`config.mk`:
```
export PLATFORM = sky130hd
export DESIGN_NAME = fpr_round_unit
export DESIGN_NICKNAME = d
export VERILOG_FILES = /design/src/rtl/fpr_pkg.sv /design/src/rtl/fpr_mode_sel.sv /design/src/rtl/fpr_denorm.sv /design/src/rtl/fpr_pack_round.sv /design/src/rtl/fpr_round_unit.sv
export SDC_FILE = /design/constraint.sdc
export NUM_CORES = 1
export LEC_CHECK = 0
export ABC_AREA = 1
export BUFFER_PORTS_ARGS = -buffer_cell sky130_fd_sc_hd__buf_2
export CAP_MARGIN = 20
export CORE_MARGIN = 2
export CORE_UTILIZATION = 53
export CTS_CLUSTER_DIAMETER = 100
export DETAILED_ROUTE_END_ITERATION = 8
export HOLD_SLACK_MARGIN = 0.02
export PLACE_DENSITY = 0.75
export SYNTH_ARGS = -nofsm -noshare
export SYNTH_HDL_FRONTEND = slang
export SYNTH_SLANG_ARGS = --single-unit
```
`constraint.sdc`:
```
create_clock -name clk -period 0.8 [get_ports clk]
set_input_delay 0.08 -clock clk [delete_from_list [all_inputs] [get_ports clk]]
set_output_delay 0.08 -clock clk [all_outputs]
set_load 0.01 [all_outputs]
```
`src/rtl/fpr_pkg.sv`:
```
`timescale 1ns/1ps
package fpr_pkg;

    typedef enum logic [2:0] {
        RM_RNE = 3'b000,
        RM_RTZ = 3'b001,
        RM_RDN = 3'b010,
        RM_RUP = 3'b011,
        RM_RMM = 3'b100,
        RM_DYN = 3'b111
    } rmode_e;

    localparam int FLG_W = 5;
    localparam int FL_NV = 4;
    localparam int FL_DZ = 3;
    localparam int FL_OF = 2;
    localparam int FL_UF = 1;
    localparam int FL_NX = 0;

    // Decide whether the kept magnitude moves up by one unit in the last place.
    function automatic logic round_up(input rmode_e mode, input logic sign,
                                      input logic lsb, input logic grd, input logic stk);
        logic up;
        case (mode)
            RM_RNE:  up = grd & (stk | lsb);
            RM_RTZ:  up = 1'b0;
            RM_RDN:  up = sign & (grd | stk);
            RM_RUP:  up = ~sign & (grd | stk);
            RM_RMM:  up = grd;
            default: up = 1'b0;
        endcase
        return up;
    endfunction

endpackage

```
`src/rtl/fpr_mode_sel.sv`:
```
`timescale 1ns/1ps
module fpr_mode_sel
    import fpr_pkg::*;
(
    input  logic [2:0] rm_i,
    input  logic [2:0] frm_i,
    output rmode_e     mode_o,
    output logic       bad_o
);

    logic [2:0] eff;

    always_comb begin
        eff    = (rm_i == RM_DYN) ? frm_i : rm_i;
        bad_o  = (eff > 3'b100);
        mode_o = bad_o ? RM_RNE : rmode_e'(eff);
    end

endmodule

```
`src/rtl/fpr_denorm.sv`:
```
`timescale 1ns/1ps
module fpr_denorm #(
    parameter  int SIG_W    = 24,
    parameter  int EXP_IN_W = 10,
    localparam int EXT_W    = SIG_W + 2,
    localparam int SH_W     = EXP_IN_W + 1
) (
    input  logic signed [EXP_IN_W-1:0] exp_i,
    input  logic [SIG_W-1:0]           sig_i,
    input  logic                       grd_i,
    input  logic                       stk_i,
    output logic [SIG_W-2:0]           frac_o,
    output logic                       grd_o,
    output logic                       stk_o,
    output logic                       tiny_o
);

    logic [EXT_W-1:0] wide;
    logic [SH_W-1:0]  sh_u;
    logic [EXT_W-1:0] lost;
    logic [EXT_W-2:0] shifted;
    logic             sh_big;

    assign wide   = {sig_i, grd_i, stk_i};
    assign tiny_o = exp_i[EXP_IN_W-1] || (exp_i == '0);
    assign sh_u   = SH_W'(1) - {exp_i[EXP_IN_W-1], exp_i};
    assign sh_big = (sh_u >= SH_W'(EXT_W));

    // One bit per aligned position: does it fall off the bottom?
    for (genvar i = 0; i < EXT_W; i++) begin : g_lost
        assign lost[i] = wide[i] & (SH_W'(i) < sh_u);
    end

    always_comb begin
        shifted = (EXT_W-1)'(wide >> sh_u);
        if (!tiny_o) begin
            frac_o = sig_i[SIG_W-2:0];
            grd_o  = grd_i;
            stk_o  = stk_i;
        end else if (sh_big) begin
            frac_o = '0;
            grd_o  = 1'b0;
            stk_o  = |wide;
        end else begin
            frac_o = shifted[EXT_W-2:2];
            grd_o  = shifted[1];
            stk_o  = shifted[0] | (|lost);
        end
    end

endmodule

```
`src/rtl/fpr_pack_round.sv`:
```
`timescale 1ns/1ps
module fpr_pack_round
    import fpr_pkg::*;
#(
    parameter  int EXP_W  = 8,
    parameter  int FRAC_W = 23,
    localparam int MAG_W  = EXP_W + FRAC_W
) (
    input  logic              sign_i,
    input  rmode_e            mode_i,
    input  logic [EXP_W-1:0]  efield_i,
    input  logic [FRAC_W-1:0] frac_i,
    input  logic              grd_i,
    input  logic              stk_i,
    output logic [MAG_W-1:0]  mag_o,
    output logic              at_max_o,
    output logic              inexact_o
);

    logic inc;

    always_comb begin
        inc       = round_up(mode_i, sign_i, frac_i[0], grd_i, stk_i);
        // A carry out of the fraction lands in the exponent field by itself.
        mag_o     = {efield_i, frac_i} + MAG_W'(inc);
        at_max_o  = &mag_o[MAG_W-1:FRAC_W];
        inexact_o = grd_i | stk_i;
    end

endmodule

```
`src/rtl/fpr_round_unit.sv`:
```
`timescale 1ns/1ps
module fpr_round_unit
    import fpr_pkg::*;
#(
    parameter  int EXP_W    = 8,
    parameter  int FRAC_W   = 23,
    localparam int SIG_W    = FRAC_W + 1,
    localparam int EXP_IN_W = EXP_W + 2,
    localparam int WORD_W   = 1 + EXP_W + FRAC_W
) (
    input  logic                       clk,
    input  logic                       rst_n,
    input  logic                       in_valid,
    input  logic                       in_sign,
    input  logic signed [EXP_IN_W-1:0] in_exp,
    input  logic [SIG_W-1:0]           in_sig,
    input  logic                       in_grd,
    input  logic                       in_rnd,
    input  logic                       in_stk,
    input  logic                       in_nan,
    input  logic                       in_inf,
    input  logic                       in_zero,
    input  logic                       in_invalid,
    input  logic                       in_divzero,
    input  logic [2:0]                 rm_i,
    input  logic [2:0]                 frm_i,
    output logic                       out_valid,
    output logic [WORD_W-1:0]          out_res,
    output logic [FLG_W-1:0]           out_flags
);

    localparam logic [EXP_W-1:0]  EXP_ONES = '1;
    localparam logic [WORD_W-1:0] QNAN     = {1'b0, {EXP_W{1'b1}}, 1'b1, {(FRAC_W-1){1'b0}}};
    localparam logic [WORD_W-2:0] MAG_INF  = {{EXP_W{1'b1}}, {FRAC_W{1'b0}}};
    localparam logic [WORD_W-2:0] MAG_MAX  = {{(EXP_W-1){1'b1}}, 1'b0, {FRAC_W{1'b1}}};

    typedef struct packed {
        logic              vld;
        logic [WORD_W-1:0] res;
        logic [FLG_W-1:0]  flg;
    } out_t;

    out_t r_d, r_q;

    rmode_e            mode;
    logic              mode_bad;
    logic [FRAC_W-1:0] d_frac;
    logic              d_grd, d_stk, tiny_pre;
    logic [EXP_W-1:0]  efield;
    logic [WORD_W-2:0] mag;
    logic              at_max, rnd_nx;
    logic              exp_big, full_up, tiny_post, ovf, to_inf;

    fpr_mode_sel u_mode (
        .rm_i   (rm_i),
        .frm_i  (frm_i),
        .mode_o (mode),
        .bad_o  (mode_bad)
    );

    fpr_denorm #(.SIG_W(SIG_W), .EXP_IN_W(EXP_IN_W)) u_denorm (
        .exp_i  (in_exp),
        .sig_i  (in_sig),
        .grd_i  (in_grd),
        .stk_i  (in_rnd | in_stk),
        .frac_o (d_frac),
        .grd_o  (d_grd),
        .stk_o  (d_stk),
        .tiny_o (tiny_pre)
    );

    assign efield = tiny_pre ? '0 : in_exp[EXP_W-1:0];

    fpr_pack_round #(.EXP_W(EXP_W), .FRAC_W(FRAC_W)) u_pack (
        .sign_i    (in_sign),
        .mode_i    (mode),
        .efield_i  (efield),
        .frac_i    (d_frac),
        .grd_i     (d_grd),
        .stk_i     (d_stk),
        .mag_o     (mag),
        .at_max_o  (at_max),
        .inexact_o (rnd_nx)
    );

    always_comb begin
        exp_big   = !in_exp[EXP_IN_W-1] &&
                    (in_exp[EXP_IN_W-2:0] >= (EXP_IN_W-1)'(EXP_ONES));
        // Rounding at full precision, as if the exponent range were unbounded.
        full_up   = round_up(mode, in_sign, 1'b1, in_grd, in_rnd | in_stk);
        tiny_post = tiny_pre && !((in_exp == '0) && (&in_sig) && full_up);
        ovf       = exp_big || at_max;
        case (mode)
            RM_RNE, RM_RMM: to_inf = 1'b1;
            RM_RUP:         to_inf = ~in_sign;
            RM_RDN:         to_inf = in_sign;
            default:        to_inf = 1'b0;
        endcase

        r_d     = r_q;
        r_d.vld = in_valid;
        if (in_valid) begin
            r_d.flg = '0;
            if (mode_bad || in_invalid) begin
                r_d.res        = QNAN;
                r_d.flg[FL_NV] = 1'b1;
            end else if (in_nan) begin
                r_d.res = QNAN;
            end else if (in_divzero) begin
                r_d.res        = {in_sign, MAG_INF};
                r_d.flg[FL_DZ] = 1'b1;
            end else if (in_inf) begin
                r_d.res = {in_sign, MAG_INF};
            end else if (in_zero) begin
                r_d.res = {in_sign, {(WORD_W-1){1'b0}}};
            end else if (ovf) begin
                r_d.res        = {in_sign, to_inf ? MAG_INF : MAG_MAX};
                r_d.flg[FL_OF] = 1'b1;
                r_d.flg[FL_NX] = 1'b1;
            end else begin
                r_d.res        = {in_sign, mag};
                r_d.flg[FL_NX] = rnd_nx;
                r_d.flg[FL_UF] = tiny_post & rnd_nx;
            end
        end
    end

    always_ff @(posedge clk or negedge rst_n) begin
        if (!rst_n) r_q <= '0;
        else        r_q <= r_d;
    end

    assign out_valid = r_q.vld;
    assign out_res   = r_q.res;
    assign out_flags = r_q.flg;

endmodule

```
==> run metrics, run 1 <==
syn_area_per_cell just under 6 sq um; Synth area leaders dfrtp_1 18%, nand2_1 16%, nand3_1 13%; top cell type's share of synthesized area 17.9%; GRT Residual Overflow 997; status did not finish; Yosys warnings 0; DP Area between 8000 and 9000 sq um; syn nets approximately 970; Post-synth EDFFs 0; worst_ep kind register input; Starting Density 54.5%; cell taking the most area after synthesis dfrtp_1; CTS sink count 38; htree depth 2; post-GRT worst EP out_res[14]$_DFFE_PN0P_/D; Die Height between 100 and 150 um; DP Worst Slack -3.61 ns; Placed Cells approximately 1,400; Yosys cell types 48; ys async rst share 100%; Top Ports 90; Synth Register Bits 38; sequential fraction of the synthesis area about 18%; most instantiated cells after synthesis 233 x nand2_1, 140 x nand3_1, 116 x nor2_1; largest net degree at the start of global routing 31; DP Wirelength around 19 mm; CTS Buf Count 5; error message [ERROR GRT-0232] Routing congestion too high. Check the congestion heatmap in the GUI.; last step reached 5_1_grt; port bufs 89; Die W about 100 um; most frequent cell after synthesis nand2_1; FP Rows 36; synthesized area ~5300 sq um; Synth Flop Type dfrtp_1; final RePlAce weighted congestion slightly above 1; Total Routing Usage GR 101%; Mapped Cells just over 900; root buf cell clkbuf_8; Max clock buf depth 2
## per-stage QoR
stage	setup TNS [ns]	hold slack (ns)
floorplan	-106.65	-0.216
global placement	-113.67	-0.0503
detailed placement	-120.80	-0.0473
CTS	-113.60	0.0895
## routing by layer
layer | overflow | track usage (%)
met1 | 11 | 91.8
met2 | 709 | 131
met3 | 12 | 73.4
met4 | 265 | 119
met5 | 0 | 37.1
## cell families after synthesis
| kind of cell | synth area share [%] |
|---|---|
| compound gates | 14.9 |
| fa+ha+maj | 1.41 |
| simple gates | 53.3 |
| flops | 17.9 |
| xor+xnor | 2.30 |
| buf+inv | 10.2 |
## repair_timing
action | in CTS
gates cloned | 2
endpoints found under the setup margin | 75
hold buffers | 1
gates resized for setup | 65
endpoints found under the hold margin | 38
buffers inserted | 35
pin swaps | 56
==> inputs of run 2 (changes only) <==
Settings changed: CORE_UTILIZATION 53 to 40, CTS_CLUSTER_DIAMETER 100 to default, HOLD_SLACK_MARGIN 0.02 to default, PLACE_DENSITY 0.75 to default, PLACE_DENSITY_LB_ADDON from default to 0.15.
Clock period 0.8 ns to 1 ns, I/O delays scaled along.
==> run 2 against run 1 <==
  * The flow now finishes, with violations (setup timing)
  * Synthesized cell count unchanged
  * Synthesized area unchanged
==> run metrics, run 2 <==
Fin Clk Skew 0 ns; Worst Hold Launch in_valid; average vias per placed instance around 5.4; adder and majority gate portion of the synthesized area 1.41% (unchanged); Rel. slew slack 62.8%; root buf cell clkbuf_16; Yosys warnings 0 (unchanged); CP dominant cell by count nand2_1; Die W 119 um (+15%); Starting Density 40.5% (-14 points); Setup TNS Final -97.02 ns; fin crit share 396%; Synth Flop Type dfrtp_1; worst skew pair latency 0.29 ns; Initial DRC Count roughly 570; failing checks setup timing; final net count around 1,300; Die Height 119 um (+15%); Post-route DRC 0; top cell type's share of synthesized area 17.9% (unchanged); status finished with violations; final cell count without fillers around 1,400; critical path fanouts, max 5; unrepaired setup endpoints after global routing yes; simple-gate share of the synthesized area 53.3% (unchanged); Synth Register Bits 38 (unchanged); port bufs 89 (unchanged); Max clock buf depth 2 (unchanged); die area roughly 14,000 sq um; Mapped Cells 910 (unchanged); CTS Buf Count 5 (unchanged); CP required between 1 and 1.5 ns; peak supply drop approximately 0.76 mV; Antenna Cells 0; compound-gate portion of the synthesized area 14.9% (unchanged); CTS clk-pin slew, worst paths ~0.070 ns; FP Rows 42 (+17%); commonest non-fill, non-tap cell in the layout buf_4; Pwr Density slightly above 700 nW/um^2; number of global-route vias before repair 7,420; Fin Hold WS roughly 0.10 ns; Hold Crit Endpoint out_valid$_DFF_PN0_; commonest non-fill, non-tap cells in the layout 276 x buf_4, 225 x nand2_1, 135 x nand3_1; CTS sink count 38 (unchanged); Final Core Density between 60% and 70%; syn_area_per_cell 5.85 sq um (unchanged); routed length on met2 ~11 mm; sequential fraction of the synthesis area 17.9% (unchanged); DP Wirelength 18.6 mm (-2.4%); final setup margin -2.96 ns; Hold Vio Cnt, Final 0; Layout area overhead 62.5%; Yosys cell types 48 (unchanged); GRT Residual Overflow 0; most frequent cell after synthesis nand2_1; final setup fails 34; first-pass GRT wire length around 38 mm; Max stage delay on crit path 0.30 ns; drt wl/cell 16.5 um; M1 WL 10.2 mm; Post-Synth XOR/XNOR Area 2.30% (unchanged); synthesized area 5330 sq um (unchanged); CTS tree yes; antenna violations before repair 0; max reg flops 32; CP arrival 4.13 ns; maxcap violations 0; Final ANT Viol Nets 0; R2R depth 1; Pre-antenna DRT Iters 5; largest net degree at the start of global routing 39; worst min path class in -> reg; DP Area 8040 sq um (about the same); max-slew violation count 0; Post-Route WL around 24 mm; Final Cell Area between 8000 and 9000 sq um; most instantiated cells after synthesis 233 x nand2_1, 140 x nand3_1, 116 x nor2_1; R2R Setup Slk slightly below 0.3 ns; met3 wire len between 2 and 2.5 mm; syn nets 968 (unchanged); fraction of layout cells with a size suffix above 1 40.9%; post-route minimum period 3.96 ns; Max Fclk approximately 250 MHz; final RePlAce weighted congestion 0.960 (-5.6%); Post-synth EDFFs 0 (unchanged); mux cell area share after synthesis 0% (unchanged); Synth area leaders dfrtp_1 18%, nand2_1 16%, nand3_1 13%; cell taking the most area after synthesis dfrtp_1; Worst setup SP type input pin; Critical R2R Launch out_flags[3]$_DFFE_PN0P_; Crit-path slowest cell a311oi_1; Top Ports 90 (unchanged); top sig layer met4; hold-critical path depth 2; Placed Cells 1,410 (+3.4%); cell leakage power roughly 4.3 nW; Reg2Reg Capture Point out_flags[3]$_DFFE_PN0P_; DR vias between 7,000 and 8,000; critical path class in -> reg; Total Routing Usage GR about a third; ys async rst share 100% (unchanged); CP Capture Type flip-flop; Worst Max-Slew Pin Slew 0.556 ns; htree depth 2 (unchanged); Core ar. around 13,000 sq um; largest family of logic cells by synthesized area simple AND/OR/NAND/NOR gates
-- run 2: cell counts after synthesis --
Identical to the previous run, type by type.
-- run 2: repair_timing --
action	CTS	global route
pin swaps	19	25
setup buffers	11	3
setup endpoints to repair	36	37
resized for setup	53	25
cloned	1	1
hold buffers	1	0
hold endpoints to repair	38	0
-- run 2: cell type report --
class,instances,area [sq um]
clock inverter,3,40.0
clock buffer,5,125
timing repair buffer,382,2850
sequential,38,951
fill,1254,4480
inverter,80,312
tap,176,220
multi-input combinational,749,4160
-- run 2: logic make-up (layout without fill, tap and decap cells) --
kind of cell / count (synthesis) / count (layout)
simple gates: 612 / 612
buf+inv: 123 / 470
compound gates: 117 / 117
flops: 38 / 38
xor+xnor: 14 / 14
fa+ha+maj: 6 / 6
-- run 2: through the flow --
step	worst slack, ns	total power, mW
2_1_floorplan	-3.01	2.84
3_3_place_gp	-3.28	4.15
3_5_place_dp	-3.36	4.16
4_1_cts	-2.97	6.11
5_1_grt	-3.35	6.55
6_report	-2.96	6.23
-- run 2: metal layers --
layer	GRT usage (%)	vias to the layer above
li1	-	3787
met1	46.2	3515
met2	53.6	317
met3	6.42	53
met4	11.4	0
met5	0	-
-- run 2: power by group --
group	internal, mW	leakage (nW)	switching, mW
combinational	1.25	3.74	1.56
clock	1.17	0.0836	0.666
sequential	1.57	0.481	0.0142
-- run 2: worst max-delay path, delay by kind of cell --
kind            cells  cell delay [ns]
simple gates       20             1.85
compound gates      8             1.05
buf+inv             6             0.73
fa+ha+maj           2             0.38
-- run 2: worst max-delay path by stage --
| stage | start | endpoint | slack (ns) | cells after the start |
|---|---|---|---|---|
| final | in_exp[1] | out_res[14]$_DFFE_PN0P_ | -2.96 | 36 |
| after floorplan | in_exp[1] | out_res[17]$_DFFE_PN0P_ | -3.01 | 37 |
| after detailed placement | in_exp[2] | out_res[14]$_DFFE_PN0P_ | -3.36 | 35 |
| after CTS | in_exp[1] | out_res[18]$_DFFE_PN0P_ | -2.97 | 37 |
| after global routing | in_exp[1] | out_res[14]$_DFFE_PN0P_ | -3.35 | 37 |
| after global placement | in_exp[2] | out_res[18]$_DFFE_PN0P_ | -3.28 | 35 |
(Power assumes the default switching activity.)
==> inputs of run 3 (changes only) <==
Settings changed: CORE_ASPECT_RATIO from default to 0.9.
==> run 3 against run 2 <==
  * The flow still finishes with violations (setup timing)
  * Register-to-register slack hardly changed
  * Clock skew stayed put
  * Critical path depth is 1 lower
  * Critical path type unchanged
  * Largest cell class unchanged
==> run metrics, run 3 (same netlist as run 2, synthesis figures left out) <==
R2R Setup Slk 0.29 ns (about the same); root buf cell clkbuf_16; Total Routing Usage GR 34.7% (+0.85 points); max-slew violation count 0 (unchanged); post-route minimum period 4.12 ns (+0.165 ns); final setup margin -3.12 ns (-0.165 ns); antenna violations before repair 0 (unchanged); Fin Clk Skew 0 ns (unchanged); Die Height 113 um (-5.0%); Hold Vio Cnt, Final 0 (unchanged); R2R depth 1 (unchanged); Post-route DRC 0 (unchanged); Rel. slew slack 65.9% (+3.1 points); Max clock buf depth 2 (unchanged); maxcap violations 0 (unchanged); DP Worst Slack -3.56 ns (-0.199 ns); max reg flops 32 (unchanged); hold-critical path depth 3 (+1); final setup fails 36 (+5.9%); status finished with violations; port bufs 89 (unchanged); Worst Hold Launch in_invalid; commonest non-fill, non-tap cells in the layout 281 x buf_4, 221 x nand2_1, 124 x nand3_1; Pre-antenna DRT Iters 7 (+2); failing checks setup timing; Core ar. 12,800 sq um (-2.3%); critical path fanouts, max 8 (+3); number of global-route vias before repair 7,441 (+0.28%); CP arrival 4.29 ns (+0.16 ns); CP top delay family simple AND/OR/NAND/NOR gates; CP required 1.17 ns (about the same); Critical R2R Launch out_flags[3]$_DFFE_PN0P_; Max Fclk 243 MHz (-4.0%); first-pass GRT wire length 39.1 mm (+2.0%); Reg2Reg Capture Point out_flags[3]$_DFFE_PN0P_; CTS Buf Count 5 (unchanged); Worst Max-Slew Pin Slew 0.510 ns (-0.0458 ns); unrepaired setup endpoints after global routing yes; CTS tree yes; FP Rows 39 (-7.1%); largest net degree at the start of global routing 31 (-21%); DP Wirelength 19.3 mm (+4.0%); WP buf/inv 7 (+1); Antenna Cells 0 (unchanged); Layout area overhead 67.1%; commonest non-fill, non-tap cell in the layout buf_4; Crit-path slowest cell o32ai_2; average vias per placed instance 5.43 (+1.4%); critical path class in -> reg; worst min path class in -> reg; Worst setup SP type input pin; peak supply drop 0.804 mV (+6.1%); Starting Density 41.5% (+0.96 points); drt wl/cell 17.4 um (+5.4%); Final ANT Viol Nets 0 (unchanged); htree depth 2 (unchanged); CP Capture Type flip-flop; Top Ports 90 (unchanged); final net count 1,324 (+0.76%); DR vias 7,768 (+1.3%); Final Core Density 69.4% (+3.5 points); fraction of layout cells with a size suffix above 1 43.3% (+2.4 points); final cell count without fillers 1,431 (-0.14%); final RePlAce weighted congestion 1.03 (+7.6%); fin crit share 412% (+16 points); Initial DRC Count 897 (+57%); die area 14,300 sq um (about the same); Placed Cells 1,405 (-0.35%); Final Cell Area 8900 sq um (+2.8%); Power Total 6.66 mW (+6.9%); CTS clk-pin slew, worst paths 0.06 ns (about the same); GRT Residual Overflow 0 (unchanged); worst skew pair latency 0.29 ns (about the same); cell leakage power 4.44 nW (+3.1%); CTS sink count 38 (unchanged); Pwr Density 749 nW/um^2 (+4.0%); Post-Route WL 24.9 mm (+5.3%); Die W 126 um (+5.2%); DP Area 8080 sq um (+0.47%); Hold Crit Endpoint out_flags[4]$_DFFE_PN0P_; Max stage delay on crit path 0.35 ns (+0.05 ns)
## run 3: changes by cell type in the layout (fill, tap and decap cells not counted), sizes merged
cell and delta:
buf +11, clkinv -2, bufinv +1
## run 3: layout make-up
cell class / instances / area, sq um
tap: 164 / 205
clock inverter: 2 / 60.1
timing repair buffer: 392 / 2960
sequential: 38 / 951
clock buffer: 6 / 139
multi-input combinational: 749 / 4280
inverter: 80 / 313
fill: 1173 / 3930
## run 3: report_power, final
| part | internal, mW | switching (mW) |
|---|---|---|
| Sequential | 1.57 | 0.0155 |
| Combinational | 1.26 | 1.65 |
| Clock | 1.50 | 0.663 |
## run 3: worst max path at each step
stage | cells after the start | startpoint | end
detailed placement | 34 | in_exp[5] | out_res[9]$_DFFE_PN0P_
finish | 35 | in_exp[1] | out_res[12]$_DFFE_PN0P_
global placement | 36 | in_exp[6] | out_res[2]$_DFFE_PN0P_
CTS | 38 | in_exp[1] | out_res[9]$_DFFE_PN0P_
floorplan | 37 | in_exp[1] | out_res[17]$_DFFE_PN0P_
global route | 36 | in_exp[1] | out_res[21]$_DFFE_PN0P_
## run 3: per-stage QoR
step / setup TNS [ns] / hold slack, ns
floorplan: -100.23 / -0.196
global placement: -116.66 / 0.0173
detailed placement: -118.45 / 0.0207
CTS: -100.96 / 0.119
global route: -116.59 / 0.120
finish: -103.60 / 0.118
## run 3: repair_timing
action	in CTS	in global routing
hold endpoints to repair	13	0
gates resized for setup	62	45
gates cloned	3	0
pin swaps	18	42
setup buffers	9	5
hold buffers	1	0
endpoints found under the setup margin	36	36
## run 3: metal layers
metal	track usage [%]	share of wire (%)	wire (um)	vias to the layer above
met5	0	0	0	-
met4	7.70	2.2	552	0
met3	7.08	9.0	2240	45
met2	54.0	43	10600	384
met1	49.7	46	11500	3534
li1	-	-	-	3805
